File: config.mk
export PLATFORM = sky130hd
export DESIGN_NAME = flsq_bank_seq
export DESIGN_NICKNAME = d
export VERILOG_FILES = /design/src/rtl/flsq_pkg.sv /design/src/rtl/flsq_ctr.sv /design/src/rtl/flsq_cmd_rom.sv /design/src/rtl/flsq_bank_seq.sv
export SDC_FILE = /design/constraint.sdc
export NUM_CORES = 1
export LEC_CHECK = 0
export ABC_AREA = 1
export BUFFER_PORTS_ARGS = -buffer_cell sky130_fd_sc_hd__buf_4
export CAP_MARGIN = 20
export CELL_PAD_IN_SITES_DETAIL_PLACEMENT = 1
export CELL_PAD_IN_SITES_GLOBAL_PLACEMENT = 2
export CORE_ASPECT_RATIO = 0.75
export CORE_MARGIN = 2
export CORE_UTILIZATION = 32
export DETAILED_ROUTE_END_ITERATION = 10
export PLACE_DENSITY = 0.9
export SYNTH_ARGS = -nofsm -noshare
export SYNTH_HDL_FRONTEND = slang
export SYNTH_HIERARCHICAL = 1
export SYNTH_SLANG_ARGS = --single-unit
File: constraint.sdc
create_clock -name clk -period 4.6 [get_ports clk]
set_input_delay 0.23 -clock clk [delete_from_list [all_inputs] [get_ports clk]]
set_output_delay 0.23 -clock clk [all_outputs]
set_load 0.01 [all_outputs]
File: src/rtl/flsq_pkg.sv
package flsq_pkg;

    typedef enum logic [3:0] {
        ST_IDLE,
        ST_CMD,
        ST_GAP,
        ST_POLL_A,
        ST_POLL_B,
        ST_RST,
        ST_RGAP,
        ST_VERIFY,
        ST_DONE
    } flsq_state_e;

    localparam logic [1:0] RES_OK        = 2'b00;
    localparam logic [1:0] RES_TIMEOUT   = 2'b01;
    localparam logic [1:0] RES_BADVERIFY = 2'b10;

    localparam logic OP_ERASE   = 1'b0;
    localparam logic OP_PROGRAM = 1'b1;

    localparam logic [7:0] CODE_UNLK1     = 8'hAA;
    localparam logic [7:0] CODE_UNLK2     = 8'h55;
    localparam logic [7:0] CODE_ERASE_ARM = 8'h80;
    localparam logic [7:0] CODE_ERASE_GO  = 8'h30;
    localparam logic [7:0] CODE_PROG      = 8'hA0;
    localparam logic [7:0] CODE_RESET     = 8'hF0;

    localparam logic [11:0] KEY_A_FULL = 12'h555;
    localparam logic [11:0] KEY_B_FULL = 12'h2AA;

endpackage

File: src/rtl/flsq_ctr.sv
module flsq_ctr #(
    parameter int W = 8
) (
    input  logic         clk,
    input  logic         rst_n,
    input  logic         clr,
    input  logic         inc,
    output logic [W-1:0] q
);

    always_ff @(posedge clk) begin
        if (!rst_n)
            q <= '0;
        else if (clr)
            q <= '0;
        else if (inc)
            q <= q + 1'b1;
    end

endmodule

File: src/rtl/flsq_cmd_rom.sv
module flsq_cmd_rom
    import flsq_pkg::*;
#(
    parameter int ADDR_W = 13
) (
    input  logic              op,
    input  logic [2:0]        step,
    input  logic [ADDR_W-1:0] idx,
    input  logic [7:0]        src_byte,
    output logic [ADDR_W-1:0] off,
    output logic [7:0]        wdat,
    output logic              last
);

    localparam logic [ADDR_W-1:0] KEY_A = ADDR_W'(KEY_A_FULL);
    localparam logic [ADDR_W-1:0] KEY_B = ADDR_W'(KEY_B_FULL);

    always_comb begin
        off  = '0;
        wdat = 8'h00;
        last = 1'b0;
        case (step)
            3'd0: begin off = KEY_A; wdat = CODE_UNLK1; end
            3'd1: begin off = KEY_B; wdat = CODE_UNLK2; end
            3'd2: begin
                off  = KEY_A;
                wdat = (op == OP_PROGRAM) ? CODE_PROG : CODE_ERASE_ARM;
            end
            3'd3: begin
                if (op == OP_PROGRAM) begin
                    off  = idx;
                    wdat = src_byte;
                    last = 1'b1;
                end else begin
                    off  = KEY_A;
                    wdat = CODE_UNLK1;
                end
            end
            3'd4: begin off = KEY_B; wdat = CODE_UNLK2; end
            3'd5: begin off = '0; wdat = CODE_ERASE_GO; last = 1'b1; end
            default: begin off = '0; wdat = 8'h00; last = 1'b0; end
        endcase
    end

endmodule

File: src/rtl/flsq_bank_seq.sv
module flsq_bank_seq
    import flsq_pkg::*;
#(
    parameter int ADDR_W     = 13,
    parameter int BANK_W     = 1,
    parameter int GAP        = 50,
    parameter int POLL_LIMIT = 1000000
) (
    input  logic                     clk,
    input  logic                     rst_n,
    input  logic                     req,
    input  logic                     req_op,
    input  logic [BANK_W-1:0]        req_bank,
    output logic [ADDR_W-1:0]        src_idx,
    input  logic [7:0]               src_byte,
    output logic [BANK_W+ADDR_W-1:0] fl_addr,
    output logic [7:0]               fl_wdata,
    output logic                     fl_we,
    output logic                     fl_re,
    input  logic [7:0]               fl_rdata,
    output logic                     busy,
    output logic                     done,
    output logic [1:0]               status
);

    localparam int GAP_W  = $clog2(GAP + 1);
    localparam int POLL_W = $clog2(POLL_LIMIT + 1);
    localparam logic [ADDR_W-1:0] IDX_LAST = '1;

    flsq_state_e st, nxt;

    logic              op_q;
    logic [BANK_W-1:0] bank_q;
    logic [2:0]        step;
    logic [ADDR_W-1:0] idx;
    logic              last_q;
    logic [7:0]        first_rd;
    logic              timed_out;
    logic              bad;

    logic [ADDR_W-1:0] rom_off;
    logic [7:0]        rom_dat;
    logic              rom_last;
    logic [GAP_W-1:0]  gap_q;
    logic [POLL_W-1:0] poll_q;
    logic              gap_clr, gap_inc, poll_clr, poll_inc;
    logic              gap_end, poll_end, same, idx_end;
    logic [7:0]        exp_byte;

    flsq_cmd_rom #(.ADDR_W(ADDR_W)) u_rom (
        .op       (op_q),
        .step     (step),
        .idx      (idx),
        .src_byte (src_byte),
        .off      (rom_off),
        .wdat     (rom_dat),
        .last     (rom_last)
    );

    flsq_ctr #(.W(GAP_W)) u_gap_ctr (
        .clk (clk), .rst_n (rst_n), .clr (gap_clr), .inc (gap_inc), .q (gap_q)
    );

    flsq_ctr #(.W(POLL_W)) u_poll_ctr (
        .clk (clk), .rst_n (rst_n), .clr (poll_clr), .inc (poll_inc), .q (poll_q)
    );

    assign gap_end  = (gap_q == GAP_W'(GAP - 1));
    assign poll_end = (poll_q == POLL_W'(POLL_LIMIT - 1));
    assign same     = (fl_rdata == first_rd);
    assign idx_end  = (idx == IDX_LAST);
    assign exp_byte = (op_q == OP_PROGRAM) ? src_byte : 8'hFF;
    assign src_idx  = idx;

    // state register
    always_ff @(posedge clk) begin
        if (!rst_n)
            st <= ST_IDLE;
        else
            st <= nxt;
    end

    // transitions
    always_comb begin
        nxt = st;
        unique case (st)
            ST_IDLE:   if (req) nxt = ST_CMD;
            ST_CMD:    nxt = ST_GAP;
            ST_GAP:    if (gap_end) nxt = last_q ? ST_POLL_A : ST_CMD;
            ST_POLL_A: nxt = ST_POLL_B;
            ST_POLL_B: begin
                if (same)
                    nxt = (op_q == OP_PROGRAM && !idx_end) ? ST_GAP : ST_RST;
                else if (poll_end)
                    nxt = ST_RST;
                else
                    nxt = ST_POLL_A;
            end
            ST_RST:    nxt = ST_RGAP;
            ST_RGAP:   if (gap_end) nxt = timed_out ? ST_DONE : ST_VERIFY;
            ST_VERIFY: if (idx_end) nxt = ST_DONE;
            ST_DONE:   nxt = ST_IDLE;
            default:   nxt = ST_IDLE;
        endcase
    end

    // outputs and counter controls
    always_comb begin
        fl_addr  = '0;
        fl_wdata = 8'h00;
        fl_we    = 1'b0;
        fl_re    = 1'b0;
        done     = 1'b0;
        status   = RES_OK;
        busy     = (st != ST_IDLE);
        gap_clr  = !(st == ST_GAP || st == ST_RGAP);
        gap_inc  = (st == ST_GAP || st == ST_RGAP);
        poll_clr = (st == ST_GAP || st == ST_IDLE);
        poll_inc = (st == ST_POLL_B) && !same;
        unique case (st)
            ST_CMD: begin
                fl_we    = 1'b1;
                fl_addr  = {bank_q, rom_off};
                fl_wdata = rom_dat;
            end
            ST_RST: begin
                fl_we    = 1'b1;
                fl_addr  = {bank_q, {ADDR_W{1'b0}}};
                fl_wdata = CODE_RESET;
            end
            ST_POLL_A, ST_POLL_B: begin
                fl_re   = 1'b1;
                fl_addr = {bank_q, {ADDR_W{1'b0}}};
            end
            ST_VERIFY: begin
                fl_re   = 1'b1;
                fl_addr = {bank_q, idx};
            end
            ST_DONE: begin
                done   = 1'b1;
                status = timed_out ? RES_TIMEOUT : (bad ? RES_BADVERIFY : RES_OK);
            end
            default: ;
        endcase
    end

    // operation context
    always_ff @(posedge clk) begin
        if (!rst_n) begin
            op_q      <= OP_ERASE;
            bank_q    <= '0;
            step      <= '0;
            idx       <= '0;
            last_q    <= 1'b0;
            first_rd  <= 8'h00;
            timed_out <= 1'b0;
            bad       <= 1'b0;
        end else begin
            unique case (st)
                ST_IDLE: if (req) begin
                    op_q      <= req_op;
                    bank_q    <= req_bank;
                    step      <= '0;
                    idx       <= '0;
                    last_q    <= 1'b0;
                    timed_out <= 1'b0;
                    bad       <= 1'b0;
                end
                ST_CMD: begin
                    last_q <= rom_last;
                    step   <= rom_last ? 3'd0 : step + 3'd1;
                end
                ST_POLL_A: first_rd <= fl_rdata;
                ST_POLL_B: begin
                    if (same) begin
                        if (op_q == OP_PROGRAM && !idx_end) begin
                            idx    <= idx + 1'b1;
                            last_q <= 1'b0;
                        end
                    end else if (poll_end) begin
                        timed_out <= 1'b1;
                    end
                end
                ST_RGAP: if (gap_end) idx <= '0;
                ST_VERIFY: begin
                    if (fl_rdata != exp_byte) bad <= 1'b1;
                    if (!idx_end) idx <= idx + 1'b1;
                end
                default: ;
            endcase
        end
    end

endmodule

### Word level (Yosys, flattened, before mapping)

Index checks and enable logic that the tools add are counted.

* add/sub/neg operators: 4
* equality and inequality tests: 28
* mux-type cells: 44
* bitwise logic cells: 1
* reduce and logical (&&, ||, !) cells: 28

Operators with widths (count)
* 13-bit two-way mux: 6
* 13-bit case mux with 4 select lines: 1
* 14-bit case mux with 3 select lines: 1
* 8-bit case mux with 5 select lines: 1
* 13-bit case mux with 3 select lines: 1
* 4-bit case mux with 8 select lines: 1
* 20-bit by 1-bit adder with 20-bit output (second input constant): 1
* 20-bit == test (second input constant): 1
* 4-bit two-way mux: 5
* 2-bit inequality test (second input constant): 10
* 4-bit by 3-bit == test with 1-bit output (second input constant): 4
* 8-bit two-way mux: 2
* 8-bit case mux with 2 select lines: 1
* 3-bit two-way mux: 5
* 13-bit by 1-bit adder with 13-bit output (second input constant): 1
* 13-bit == test (second input constant): 1
* 4-bit AND reduction: 3
* 1-bit two-way mux: 10
* 4-bit by 2-bit == test with 1-bit output (second input constant): 2
* 8-bit == test: 1
* 2-bit two-way mux: 4
* 8-bit inequality test: 1
* 4-bit nonzero test: 2
* 2-bit OR reduction: 4
* other kinds (24): 36

* register bits: 59
* input port bits: 21
* output and inout port bits: 41
* logic and storage cells: 116

### Depth between registers and ports, before layout

* depth after elaboration: 6
* mapped depth: 16
* depth with buffers taken out: 16

### Hierarchy

Netlist, hierarchy kept.

Modules (own cells, without submodules)
* flsq_bank_seq: times used 1, cells each 430, area an instance 2496.1 µm², seq. area each 660.6 µm²
* flsq_ctr (u_poll_ctr): times used 1, cells each 167, area an instance 1062.3 µm², seq. area each 400.4 µm²
* flsq_cmd_rom: times used 1, cells each 79, area an instance 326.6 µm², seq. area each 0.0 µm²
* flsq_ctr (u_gap_ctr): times used 1, cells each 35, area an instance 256.5 µm², seq. area each 120.1 µm²

### Worst setup path after synthesis

OpenSTA, ideal clock, no wires.

* path type: reg2reg
* start point: reg idx[0] (netlist: src_idx[0])
* end point: reg idx[10] (netlist: src_idx[10])
* setup time: 132 ps
* arrival: 1573 ps
* required time: 4468 ps
* path slack: 2895 ps
* stages on the path, launching flop included: 12
* buffers on the path: 1
* clock period less this slack: 1705 ps
* cell sequence: dfxtp_1 > ha_1 > nand2_2 > nor2_4 > nand2_2 > nor2_4 > nor2_2 > nand2_2 > nand2_4 > buf_2 > nand3_1 > a21oi_1

* longest elaborated chain between the ends: 5
* elaborated cells between the ends (all ways): 11
* classes of those cells: 1 x add/sub; 3 x eq/ne; 4 x mux; 3 x reduce/logical

Ends and longest elaborated chain
* from (decl): RTL line flsq_bank_seq.sv:35 `logic [ADDR_W-1:0] idx;`
* from (signal assigned): RTL line flsq_bank_seq.sv:177 `idx <= idx + 1'b1;`
* from (signal assigned): RTL line flsq_bank_seq.sv:187 `if (!idx_end) idx <= idx + 1'b1;`
* parallel branches: the longest is 5 deep, another holds 13-bit by 1-bit adder with 13-bit output

Several ways; the timed one is not identified. The select of a mux whose other input is x is not followed.
A chain may end at the register's enable or synchronous reset.

### Worst setup path after layout

* start point: reg st[2]
* end point: out fl_addr[13]

* longest elaborated chain between the ends: 3
* elaborated cells between the ends (all ways): 7
* classes of those cells: 5 x eq/ne; 1 x mux; 1 x reduce/logical

Ends and longest elaborated chain
* from (decl): RTL line flsq_bank_seq.sv:30 `flsq_state_e st, nxt;`
* from (signal assigned): RTL line flsq_bank_seq.sv:80 `st <= nxt;`
* 4-bit by 3-bit == test with 1-bit output or 4-bit by 2-bit == test with 1-bit output (tied branches): RTL line flsq_bank_seq.sv:120 `unique case (st)`
* 3-bit OR reduction (no line)
* 14-bit case mux with 3 select lines (*): RTL line flsq_bank_seq.sv:120
* to (decl): RTL line flsq_bank_seq.sv:16 `output logic [BANK_W+ADDR_W-1:0] fl_addr,`

Mark *: on every way between the ends. The rest lies on a longest branch, timed or not.

==> impl.org <==
** Placed design
- OpenSTA, run right after detailed placement, puts the worst setup slack at approximately 2.2 ns.
- The placed instances occupy a cell area of around 4700 um2.
- Placer's final routability congestion estimate :: roughly 0.9
- The number of placed instances, taps included, is a little over 900.
- The count of buffers added on input and output ports is around 60.
- The wire-length estimate of the detail-placed layout is roughly 11000 um.

** Layout
- Excluding fillers, the count of instances in the completed layout stands at about 940.
- Layout overhead on the synthesized area :: 21.87%
- N_diodes :: 0
- Share of final-layout standard cells stronger than drive strength 1 :: 14.32%
- The layout has between 1500 and 2000 filler cells.
- Fin area :: ~5000 um2
- Number of nets in the layout :: roughly 800
- Measured on the finished design, the core utilization comes to ~41%.

** Clocking
- Once the clock tree was built, the setup fixing pass inserted 0 buffers.
- The tree is rooted in a sky130_fd_sc_hd__clkbuf_16.
- The clock net in this run drives a total of 59 sinks.
- CTS tree :: done
- Buffers inserted to repair hold after CTS numbered 0.
- For the worst-skew pair, the clock arrives at the later sink with an insertion delay of between 0.3 and 0.4 ns.
- Register clock-pin slew on the reported worst setup and hold paths :: ~0.060 ns
- No sink is reached through more buffers than the 2 on the longest clock path.
- Depth of the CTS H-tree :: 3
- Buffers inserted during clock tree synthesis total 9.
- CTS-repair resized insts :: 0

** Power
- The analysis attributes to cell leakage a power of around 2.2 nW.
- Power share of the clock group :: around 45%
- Worst VDD drop :: 190.7 uV
- Pwr per Cell Area :: approximately 300 nW/um2
- Power dissipated by switching net loads :: between 400 and 500 uW
- Reg power frac :: between 30% and 40%
- Switching power share of the total :: between 30 and 40%
- The internal portion of the total power is about 1.1 mW.
- Post-layout power :: 1.535 mW
- Combinational cells account for between 10% and 20% of the total power.

** Logic synthesis
- Synthesis Warnings :: 6
- Unique masters post-synth :: 36
- For this run, the leading register cell type out of synthesis is sky130_fd_sc_hd__dfxtp_1.
- Number of nets in the synthesized netlist :: 736
- The average instance in the mapped netlist occupies between 5 and 6 um2.
- After synthesis the netlist holds a flip-flop and latch count of 59.
- Summing every instance area after synthesis gives between 4000 and 5000 um2.
- Library cell with the largest summed area after synthesis :: sky130_fd_sc_hd__dfxtp_1
- After technology mapping, the gate count stands at 711.
- The share of synthesized area in the top cell type comes to between 20% and 30%.
- Sequential share of the synthesized area :: between 20 and 30%
- Of all flip-flops after synthesis, the portion carrying an async set or reset was 0%.
- Number of enable-type register cells in the synthesized netlist :: 0
- Sorting the synthesized cells by area gives the leading types as sky130_fd_sc_hd__dfxtp_1 (29%), sky130_fd_sc_hd__nand2_1 (18%), sky130_fd_sc_hd__nor2_1 (11%).

** Status
- Status :: completed

** Die
- The initial utilization of the core area, before any placement, comes to between 30% and 40%.
- Placement row count :: 35
- Measured along the y axis, the die boundary spans approximately 100 um.
- From left edge to right edge, the die measures 135.4 um.
- In this run the count of I/O pins placed on the die edge is 62.
- Area of the core :: between 10000 and 15000 um2
- The die covers roughly 14000 um2.

** STA
- Slew of the pin with the lowest slew margin :: roughly 0.76 ns
- The worst path uses 54.07% of the clock period.
- In the post-route analysis, the smallest setup slack over all paths is 2.113 ns.
- Number of pins exceeding their max-slew limit in the final report :: 0
- Max Clock Skew :: ~0.0075 ns
- Setup repair after global routing left no endpoint under its margin.
- Shortest clock period the worst path allows after layout :: 2.487 ns
- In this run the tightest slew margin relative to its limit is between 40% and 50%.
- Based on the critical path, the design can be clocked at up to 0.4020 GHz.
- Setup violations, final :: 0
- For the final routed database, the setup TNS stands at 0 ns.
- Across all hold checks on the routed design, the worst slack comes to between 0.15 and 0.2 ns.
- The number of hold violations in the final report was 0.

** Route
- Dividing the detail-routed wire length by the instance count gives about 15 um.
- DR DRC count :: 0
- Via Count :: 4651
- First drt pass iteration count :: 4
- Total wirelength of the detailed-routed design :: ~14000 um
- DR vias/cell :: between 4 and 5
- For this block, the initial DRC count from the detailed router was between 150 and 200.
- Number of routed nets with antenna violations :: 0

** GRT
- Entering global routing, the biggest net connects 21 pins.
- The number of antenna violations at the first check in global routing is 0.
- The via count of the first global-routing pass came to between 4000 and 5000.
- The first global-routing pass estimated approximately 23000 um of wire.
- The total overflow left after global routing is 0.
- Aggregate global-route resource usage :: between 20% and 30%

** Worst setup path
- CP max stage cell :: sky130_fd_sc_hd__nor2_2
- Data on the critical path arrives at its endpoint at approximately 2.3 ns.
- For the worst setup path, the data required time is between 4 and 5 ns.
- Along the worst path, the maximum fanout reaches 17.
- Critical path endpoint category :: output pin
- Crit-path cells :: nor2_1 > inv_1 > nor2_2 > inv_1 > a31oi_1 > buf_4
- Startpoint-to-endpoint class of the critical path :: reg -> out
- For this run, the slowest stage of the critical path takes 0.58 ns.
- CP dominant cell by count :: sky130_fd_sc_hd__inv_1
- CP startpoint kind :: register

** Worst hold path
- The path class of the tightest hold or removal check is in -> reg.

** Run
- The tool flagged a number of max-cap violations equal to 0.
[cell families (layout without fill, tap and decap cells)]
family                   after synthesis  after routing  share of synthesized area, %
AO/OA/AOI/OAI                        111            111                         14.29
XOR/XNOR                              12             12                         2.538
adder cells (fa/ha/maj)                4              4                         1.209
buffers and inverters                117            181                         11.15
flip-flops                            59             59                         28.52
AND/OR/NAND/NOR                      408            408                         42.30
[final timing paths]
kind / start / endpoint / slack [ns] / depth (start not counted)
hold / removal: fl_rdata[4] / first_rd[4] / 0.18 / 3
hold reg to reg: bad / bad / 0.46 / 2
setup reg to reg: st[2] / src_idx[1] / 2.44 / 8
setup / recovery: st[2] / fl_addr[13] / 2.11 / 6
[placed cells by master, fill, tap and decap left out, types with 3 or more instances in the layout]
master / count
sky130_fd_sc_hd__o21ai_1: 3
sky130_fd_sc_hd__nand4_1: 7
sky130_fd_sc_hd__a22o_1: 4
sky130_fd_sc_hd__dfxtp_1: 59
sky130_fd_sc_hd__nor3_1: 10
sky130_fd_sc_hd__nor2_4: 6
sky130_fd_sc_hd__nor2_1: 126
sky130_fd_sc_hd__clkinvlp_4: 4
sky130_fd_sc_hd__inv_2: 6
sky130_fd_sc_hd__nor2_2: 7
sky130_fd_sc_hd__nor3b_1: 3
sky130_fd_sc_hd__buf_4: 61
sky130_fd_sc_hd__o21ai_0: 47
sky130_fd_sc_hd__nand3_1: 37
sky130_fd_sc_hd__clkbuf_16: 9
sky130_fd_sc_hd__nand2_2: 7
sky130_fd_sc_hd__nand2_1: 196
sky130_fd_sc_hd__xor2_1: 11
sky130_fd_sc_hd__ha_1: 4
sky130_fd_sc_hd__inv_1: 97
sky130_fd_sc_hd__a21oi_1: 48
[sequential cells by signal, summed over array words and instances, names as in the netlist]
register,cells
op_q,1
first_rd,8
last_q,1
st,4
bank_q,1
u_poll_ctr/q,20
step,3
timed_out,1
bad,1
src_idx,13
u_gap_ctr/q,6
[layout make-up]
type,instances,area (um2),share of cell area [%]
Multi-Input combinational cell,535,2499,49.50
Sequential cell,59,1181,23.40
Timing Repair Buffer,62,469.2,9.296
Inverter,103,386.6,7.660
Clock buffer,10,239.0,4.735
Tap cell,166,207.7,4.115
Clock inverter,6,65.06,1.289
[Yosys cell counts (2+ instances only)]
cell and count:
sky130_fd_sc_hd__a21oi_1 48, sky130_fd_sc_hd__nor2_2 7, sky130_fd_sc_hd__nor2_4 6, sky130_fd_sc_hd__nor3_1 10, sky130_fd_sc_hd__nor3b_1 3, sky130_fd_sc_hd__clkbuf_1 6, sky130_fd_sc_hd__nand2_1 196, sky130_fd_sc_hd__nand3_1 37
sky130_fd_sc_hd__nand2_2 7, sky130_fd_sc_hd__inv_2 6, sky130_fd_sc_hd__nand2_4 2, sky130_fd_sc_hd__o21ai_1 3, sky130_fd_sc_hd__buf_6 2, sky130_fd_sc_hd__buf_2 6, sky130_fd_sc_hd__a22o_1 4, sky130_fd_sc_hd__a211oi_1 2
sky130_fd_sc_hd__o21a_1 2, sky130_fd_sc_hd__nand4_1 7, sky130_fd_sc_hd__nor2_1 126, sky130_fd_sc_hd__xor2_1 11, sky130_fd_sc_hd__inv_1 97, sky130_fd_sc_hd__o21ai_0 47, sky130_fd_sc_hd__ha_1 4, sky130_fd_sc_hd__dfxtp_1 59
sky130_fd_sc_hd__o21bai_1 2
[power groups by stage]
stage          Clock (mW)  Combinational (mW)  Sequential, mW
3_5_place_dp            0               0.299           0.554
2_1_floorplan           0               0.192           0.548
5_1_grt             0.731               0.339           0.547
6_report            0.690               0.301           0.544
4_1_cts             0.709               0.301           0.543
3_3_place_gp            0               0.292           0.553
[critical path, delay by kind of cell (launching register included)]
family                 cells  cell delay, ns
flip-flops                 1            0.37
AO/OA/AOI/OAI              1            0.22
buffers and inverters      3            0.52
AND/OR/NAND/NOR            2            0.81
[metal layers]
metal  wire, um  track usage, %
met2       6442           36.16
met5          0               0
met1       6801           27.92
met4        231           7.452
met3        531           3.147
Power figures use the tool's default switching activity.
